==> src/rtl/dbg_seq_pkg.sv <==
package dbg_seq_pkg;
    localparam int unsigned SEQ_STATES = 4;
    localparam int unsigned SEQ_ARMING = SEQ_STATES - 1;
    localparam int unsigned TGT_W      = 2;

    typedef enum logic [TGT_W-1:0] {
        SEQ_S1    = 2'd0,
        SEQ_S2    = 2'd1,
        SEQ_S3    = 2'd2,
        SEQ_FINAL = 2'd3
    } seq_state_e;

    typedef struct packed {
        seq_state_e state;
        logic       trace;
        logic       brk;
    } seq_regs_t;
endpackage

==> src/rtl/dbg_seq_pend.sv <==
module dbg_seq_pend #(
    parameter int unsigned NUM_CMP = 3
) (
    input  logic               clk_i,
    input  logic               rst_ni,
    input  logic               arm_i,
    input  logic [NUM_CMP-1:0] hit_i,
    input  logic [NUM_CMP-1:0] tag_i,
    input  logic               boundary_i,
    input  logic [NUM_CMP-1:0] tag_exec_i,
    output logic [NUM_CMP-1:0] eff_o
);
    typedef struct packed {
        logic [NUM_CMP-1:0] frc;
        logic [NUM_CMP-1:0] tgd;
    } pend_t;

    pend_t pend_d, pend_q;

    for (genvar c = 0; c < NUM_CMP; c++) begin : g_eff
        assign eff_o[c] = (pend_q.frc[c] & boundary_i) | (pend_q.tgd[c] & tag_exec_i[c]);
    end

    always_comb begin
        pend_d = pend_q;
        for (int c = 0; c < NUM_CMP; c++) begin
            if (!arm_i) begin
                pend_d.frc[c] = 1'b0;
                pend_d.tgd[c] = 1'b0;
            end else begin
                pend_d.frc[c] = (pend_q.frc[c] & ~boundary_i) | (hit_i[c] & ~tag_i[c]);
                pend_d.tgd[c] = (pend_q.tgd[c] & ~tag_exec_i[c]) | (hit_i[c] & tag_i[c]);
            end
        end
    end

    always_ff @(posedge clk_i or negedge rst_ni) begin
        if (!rst_ni) pend_q <= '0;
        else         pend_q <= pend_d;
    end


    pend_clear_chk: assert property (@(posedge clk_i) disable iff (!rst_ni)
        !arm_i |=> (pend_q == '0));


    force_wait_chk: assert property (@(posedge clk_i) disable iff (!rst_ni)
        (pend_q.frc == '0) |-> ((eff_o & ~(pend_q.tgd & tag_exec_i)) == '0));


    force_consume_chk: assert property (@(posedge clk_i) disable iff (!rst_ni)
        (boundary_i && arm_i && !(|(hit_i & ~tag_i))) |=> (pend_q.frc == '0));
endmodule

==> src/rtl/dbg_seq_arb.sv <==
module dbg_seq_arb
    import dbg_seq_pkg::*;
#(
    parameter int unsigned NUM_CMP = 3,
    localparam int unsigned MAP_W  = SEQ_ARMING * NUM_CMP * TGT_W
) (
    input  logic               clk_i,
    input  logic               rst_ni,
    input  seq_state_e         state_i,
    input  logic [NUM_CMP-1:0] eff_i,
    input  logic [MAP_W-1:0]   map_i,
    output logic               sel_valid_o,
    output seq_state_e         sel_target_o
);
    logic [NUM_CMP-1:0] grant;
    logic [TGT_W-1:0]   fld;

    always_comb begin
        grant = '0;
        for (int c = 0; c < NUM_CMP; c++) begin
            if (eff_i[c] && (grant == '0)) grant[c] = 1'b1;
        end
    end

    always_comb begin
        fld = '0;
        if (state_i != SEQ_FINAL) begin
            for (int c = 0; c < NUM_CMP; c++) begin
                if (grant[c]) fld = map_i[(int'(state_i) * NUM_CMP + c) * TGT_W +: TGT_W];
            end
        end
    end

    assign sel_valid_o  = (grant != '0) && (state_i != SEQ_FINAL);
    assign sel_target_o = seq_state_e'(fld);


    grant_onehot_chk: assert property (@(posedge clk_i) disable iff (!rst_ni)
        $onehot0(grant));


    grant_first_chk: assert property (@(posedge clk_i) disable iff (!rst_ni)
        eff_i[0] |-> grant[0]);
endmodule

==> src/rtl/dbg_seq_fsm.sv <==
module dbg_seq_fsm
    import dbg_seq_pkg::*;
(
    input  logic       clk_i,
    input  logic       rst_ni,
    input  logic       arm_i,
    input  logic       trig_i,
    input  logic       secure_i,
    input  logic       trace_en_i,
    input  logic       brk_en_i,
    input  logic       sel_valid_i,
    input  seq_state_e sel_target_i,
    output seq_state_e state_o,
    output logic       trace_o,
    output logic       brk_o
);
    seq_regs_t regs_d, regs_q;
    logic      enter_final;

    always_comb begin
        regs_d       = regs_q;
        regs_d.trace = 1'b0;
        regs_d.brk   = 1'b0;
        if (!arm_i) begin
            regs_d.state = SEQ_S1;
        end else if (regs_q.state != SEQ_FINAL) begin
            if (trig_i)           regs_d.state = SEQ_FINAL;
            else if (sel_valid_i) regs_d.state = sel_target_i;
        end
        enter_final  = (regs_q.state != SEQ_FINAL) && (regs_d.state == SEQ_FINAL);
        regs_d.trace = enter_final & trace_en_i & ~secure_i;
        regs_d.brk   = enter_final & brk_en_i;
    end

    always_ff @(posedge clk_i or negedge rst_ni) begin
        if (!rst_ni) regs_q <= '{state: SEQ_S1, trace: 1'b0, brk: 1'b0};
        else         regs_q <= regs_d;
    end

    assign state_o = regs_q.state;
    assign trace_o = regs_q.trace;
    assign brk_o   = regs_q.brk;


    trace_secure_chk: assert property (@(posedge clk_i) disable iff (!rst_ni)
        trace_o |-> $past(!secure_i));


    brk_pulse_chk: assert property (@(posedge clk_i) disable iff (!rst_ni)
        brk_o |=> !brk_o);


    brk_entry_chk: assert property (@(posedge clk_i) disable iff (!rst_ni)
        brk_o |-> (state_o == SEQ_FINAL) && ($past(state_o) != SEQ_FINAL));


    final_hold_chk: assert property (@(posedge clk_i) disable iff (!rst_ni)
        (state_o == SEQ_FINAL && arm_i) |=> (state_o == SEQ_FINAL));


    disarm_chk: assert property (@(posedge clk_i) disable iff (!rst_ni)
        !arm_i |=> (state_o == SEQ_S1) && !trace_o && !brk_o);


    trig_chk: assert property (@(posedge clk_i) disable iff (!rst_ni)
        (arm_i && trig_i) |=> (state_o == SEQ_FINAL));
endmodule

==> src/rtl/dbg_trig_seq.sv <==
module dbg_trig_seq
    import dbg_seq_pkg::*;
#(
    parameter int unsigned NUM_CMP = 3,
    localparam int unsigned MAP_W  = SEQ_ARMING * NUM_CMP * TGT_W
) (
    input  logic               clk_i,
    input  logic               rst_ni,
    input  logic               arm_i,
    input  logic               trig_i,
    input  logic               secure_i,
    input  logic               trace_en_i,
    input  logic               brk_en_i,
    input  logic [MAP_W-1:0]   next_map_i,
    input  logic [NUM_CMP-1:0] cmp_hit_i,
    input  logic [NUM_CMP-1:0] cmp_tag_i,
    input  logic               boundary_i,
    input  logic [NUM_CMP-1:0] tag_exec_i,
    output logic [TGT_W-1:0]   state_o,
    output logic               trace_start_o,
    output logic               brk_req_o
);
    logic [NUM_CMP-1:0] eff;
    logic               sel_valid;
    seq_state_e         sel_target;
    seq_state_e         state;

    dbg_seq_pend #(.NUM_CMP(NUM_CMP)) i_pend (
        .clk_i      (clk_i),
        .rst_ni     (rst_ni),
        .arm_i      (arm_i),
        .hit_i      (cmp_hit_i),
        .tag_i      (cmp_tag_i),
        .boundary_i (boundary_i),
        .tag_exec_i (tag_exec_i),
        .eff_o      (eff)
    );

    dbg_seq_arb #(.NUM_CMP(NUM_CMP)) i_arb (
        .clk_i        (clk_i),
        .rst_ni       (rst_ni),
        .state_i      (state),
        .eff_i        (eff),
        .map_i        (next_map_i),
        .sel_valid_o  (sel_valid),
        .sel_target_o (sel_target)
    );

    dbg_seq_fsm i_fsm (
        .clk_i        (clk_i),
        .rst_ni       (rst_ni),
        .arm_i        (arm_i),
        .trig_i       (trig_i),
        .secure_i     (secure_i),
        .trace_en_i   (trace_en_i),
        .brk_en_i     (brk_en_i),
        .sel_valid_i  (sel_valid),
        .sel_target_i (sel_target),
        .state_o      (state),
        .trace_o      (trace_start_o),
        .brk_o        (brk_req_o)
    );

    assign state_o = state;
endmodule

==> config.mk <==
export PLATFORM = sky130hd
export DESIGN_NAME = dbg_trig_seq
export DESIGN_NICKNAME = d
export VERILOG_FILES = /design/src/rtl/dbg_seq_pkg.sv /design/src/rtl/dbg_seq_pend.sv /design/src/rtl/dbg_seq_arb.sv /design/src/rtl/dbg_seq_fsm.sv /design/src/rtl/dbg_trig_seq.sv
export SDC_FILE = /design/constraint.sdc
export NUM_CORES = 1
export LEC_CHECK = 0
export BUFFER_PORTS_ARGS = -buffer_cell sky130_fd_sc_hd__buf_2
export CAP_MARGIN = 5
export CELL_PAD_IN_SITES_DETAIL_PLACEMENT = 0
export CELL_PAD_IN_SITES_GLOBAL_PLACEMENT = 2
export CORE_MARGIN = 2
export CORE_UTILIZATION = 23
export DETAILED_ROUTE_END_ITERATION = 6
export PLACE_DENSITY = 0.88
export REMOVE_ABC_BUFFERS = 1
export SLEW_MARGIN = 20
export SYNTH_ARGS = -nofsm -noshare
export SYNTH_HDL_FRONTEND = slang
export SYNTH_SLANG_ARGS = --single-unit
==> constraint.sdc <==
create_clock -name clk_i -period 2.3 [get_ports clk_i]
set_input_delay 0.575 -clock clk_i [delete_from_list [all_inputs] [get_ports clk_i]]
set_output_delay 0.575 -clock clk_i [all_outputs]
set_load 0.01 [all_outputs]
[Yosys cells after proc, flatten, opt, wreduce, memory -nomap -nowiden]
Cells that the tools add are included.
Cells by class
  add/sub/neg operators: 2
  multipliers: 1
  div/mod/pow operators: 0
  order comparisons: 0
  equality and inequality tests: 2
  shift-type cells: 3
  muxes and demuxes: 16
  bitwise logic cells: 39
  reductions and logical operators: 6
Operators with widths (count)
  18-bit by 33-bit variable part select with 2-bit output: 2
  1-bit bitwise AND: 21
  18-bit by 6-bit variable part select with 2-bit output: 1
  2-bit 2-to-1 mux: 7
  1-bit 2-to-1 mux: 9
  1-bit NOT: 9
  1-bit OR: 9
  4-bit by 1-bit adder with 5-bit output, second input constant: 1
  4-bit by 2-bit adder with 5-bit output, second input constant: 1
  1-bit logical AND: 4
  2-bit by 2-bit multiplier with 4-bit output, second input constant: 1
  3-bit nonzero test: 1
  2-bit == test, second input constant: 1
  2-bit zero test: 1
  2-bit inequality test, second input constant: 1
Storage, ports and cells
  register bits after elaboration: 10
  bits in latches: 0
  bits in writable memories: 0
  ROM bits: 0
  bits of input ports: 35
  output and inout bits: 4
  word-level logic and storage cells: 74
  memories: 0

[Longest topological paths before layout]
  depth after elaboration: 19
  depth in mapped cells: 6
  depth with buffers taken out: 5

[Modules after synthesis]
Synthesis repeated with hierarchy kept, for this count alone.
Second synthesis, totals
  cells, all modules: 77
  area total of the unflattened synthesis: 720.7 um^2
Modules (own cells, without submodules)
  dbg_seq_pend: times used 1, cells an instance 27, area each 304.0 um^2, seq. area each 150.1 um^2
  dbg_seq_arb: times used 1, cells an instance 32, area each 229.0 um^2, seq. area each 0.0 um^2
  dbg_seq_fsm: times used 1, cells an instance 18, area each 187.7 um^2, seq. area each 100.1 um^2

[Worst setup path before layout]
No wires, ideal clock.
  path type: reg-to-reg
  start point: register i_fsm.regs_q[2], in the netlist i_fsm.state_o[0]
  end point: register i_fsm.regs_q[0], in the netlist i_fsm.brk_o
  arrival time: 1.491 ns
  data required time: 2.165 ns
  path slack: 0.674 ns
  stages on the path, launching flop included: 7
  period minus slack after synthesis: 1.626 ns
  cells stage by stage: dfrtp_1 > buf_6 > mux2_4 > mux2i_1 > nor2_1 > o41ai_2 > nor3_1
RTL lines
  from (decl): RTL line dbg_seq_fsm.sv:17  | seq_regs_t regs_d, regs_q;
  from (signal assigned): RTL line dbg_seq_fsm.sv:36  | if (!rst_ni) regs_q <= '{state: SEQ_S1, trace: 1'b0, brk: 1'b0};
  from (signal assigned): RTL line dbg_seq_fsm.sv:37  | else regs_q <= regs_d;

==> impl_metrics.tcl <==
set metrics [dict create \
    status "complete, no violations" \
    core_um2 2781 \
    min_path_type "input pin to async pin" \
    postRouteAntennaNets 0 \
    die_width_um 58.15 \
    io_pins 39 \
    gr-total-overflow 0 \
    hold_violations 0 \
    drt_iter0_drc 15 \
    finalSetupViolations 0 \
    cts_setup_buffers 0 \
    root_buffer "clkbuf_4" \
    area_growth_pct 36.92 \
    setup.worst_path.end_class "flip-flop" \
    dp_cells 139 \
    start_util_pct 24.25 \
    clk_pin_slew_worst_paths_ns 0.06 \
    design_area_um2 923.4 \
    diodes 0 \
    crit_path_start_kind "flip-flop" \
    gp_congestion 0.7798 \
    first_global_vias 644 \
    worst_slew_pin_slew_ns 0.4586 \
    antenna_found_initial 0 \
    numCtsBuffers 3 \
    ir_drop_uv 317.1 \
    setup_tns_ns 0 \
    ys_ff_latch 10 \
    first_pass_iters 4 \
    path_class "flip-flop to flip-flop" \
    clk_latency_ns 0.26 \
    fin_skew_ns 0.0003364 \
    r2r_cells 5 \
    synthArstFlopShare_pct 100.0 \
    synth_cell_types 29 \
    cts_tree "done" \
    arrival_ns 1.99 \
    track_usage_pct 10.82 \
    period_share_pct 80.71 \
    via_per_inst 4.587 \
    postCtsHoldBufs 0 \
    syn_area_per_cell_um2 9.367 \
    synthTopCellsByArea "dfrtp_1 (37%), nand2b_1 (4.6%), o22ai_1 (4.6%)" \
    final_nets 148 \
    hpwl_um 1339 \
    netlist_area_um2 674.4 \
    grt_first_pass_wirelength_um 2794 \
    rows 19 \
    critPathMaxFanout 13 \
    io_buffers 38 \
    wl_per_cell_um 11.02 \
    rsz0062_at_grt "no" \
    drive_gt1_share_pct 45.54 \
    via_count 656 \
    synthFlopType "dfrtp_1" \
    drt_wl_total_um 1576 \
    drcViolationCount 0 \
    cap_violations 0 \
    p_leak_nw 0.4570 \
    syn_inst 72 \
    relSlewSlack_pct 69.43 \
    drv_slew 0 \
    critPathLaunch "i_fsm.state_o[0]" \
    clock-sinks 10 \
    stdcell_count 143 \
    cts_htree_levels 1 \
    r2r_start "i_fsm.state_o[0]" \
    synth_edf_count 0 \
    synth_warnings 0 \
    yosysSeqAreaShare_pct 37.11 \
    p_per_area_nw_per_um2 515.9 \
    fmax_ghz 0.5387 \
    worstPathRequired_ns 2.43 \
    period_minus_slack_ns 1.856 \
    dpl_cell_area_um2 887.1 \
    most-common-layout-cells "buf_2 (38), dfrtp_1 (10), nand2_1 (7), inv_1 (7)" \
    post_cts_resized 0 \
    clockBufferDepth 2 \
    die_h_um 58.15 \
    grt_max_degree 14 \
    yosys.area.top_type "dfrtp_1" \
    layout_commonest_cell "buf_2" \
    yosysTopAreaCellShare_pct 37.11 \
    die-area_um2 3381 \
]
[stage by stage]
stage | power [mW] | setup slack, ns | util (%) | hold slack, ns
global route | 0.5088 | 0.2881 | 33.20 | 0.1566
CTS | 0.4894 | 0.4223 | 33.20 | 0.1512
finish | 0.4764 | 0.4436 | 33.20 | 0.1581
detailed placement | 0.3278 | 0.3550 | 31.89 | 0.4442
global placement | 0.3262 | 0.4324 | 31.89 | 0.4469
floorplan | 0.2717 | 0.6130 | - | 0.2794
[cells by family (layout without fill, tap and decap cells)]
kind of cell,after synthesis,after routing,synth area share [%]
buf+inv,9,49,6.308
mux,5,5,8.534
flops,10,10,37.11
simple gates,29,29,24.86
compound gates,19,19,23.19
[state kept, by name (all words and copies together), names as in the netlist]
name / count
i_pend.pend_q: 6
i_fsm.state_o: 2
i_fsm.brk_o: 1
i_fsm.trace_o: 1
[metal layers]
metal	global-route usage (%)	vias up	wire length, um	share of wire, %
li1	-	339	-	-
met3	3.795	4	122	7.7
met4	3.987	0	21	1.3
met5	0	-	0	0
met1	13.36	289	709	45
met2	17.37	24	722	46
[power breakdown]
group / leakage [nW] / internal, mW / switching [mW]
clock: 0.0210 / 0.0961 / 0.0579
sequential: 0.132 / 0.187 / 0.0182
combinational: 0.304 / 0.0650 / 0.0526
[critical path, stage by stage, from the launching register on]
cell and delay, ns:
dfrtp_1 0.62, and2b_1 0.25, a2111oi_2 0.29, nor3b_1 0.13
nor4_4 0.32, nor3_1 0.11
[cells in the mapped netlist (2+ instances only)]
library cell,instances
a21boi_0,3
a22oi_1,2
a22oi_2,2
and2_1,3
dfrtp_1,10
inv_1,7
mux2_2,2
mux2i_1,2
nand2_1,7
nand2b_1,5
nor2_1,5
nor2b_1,2
nor3_1,2
o22ai_1,5
[final timing paths]
path	endpoint	slack, ns
setup / recovery	i_fsm.trace_o	0.44
hold / removal	i_pend.pend_q[4]	0.16
setup reg to reg	i_fsm.trace_o	0.44
hold reg to reg	i_pend.pend_q[2]	0.56
max in group asynchronous	i_fsm.state_o[0]	1.96
min in group clk_i	i_fsm.brk_o	0.52
[final cells by class]
class                   count  area [um2]
clock buffers               4       36.28
fillers                   303        1858
inverters                   7       26.28
multi-input cells          53       381.6
flip-flops and latches     10       250.2
well taps                  31       38.79
repair buffers             38       190.2
(Power assumes the default switching activity.)
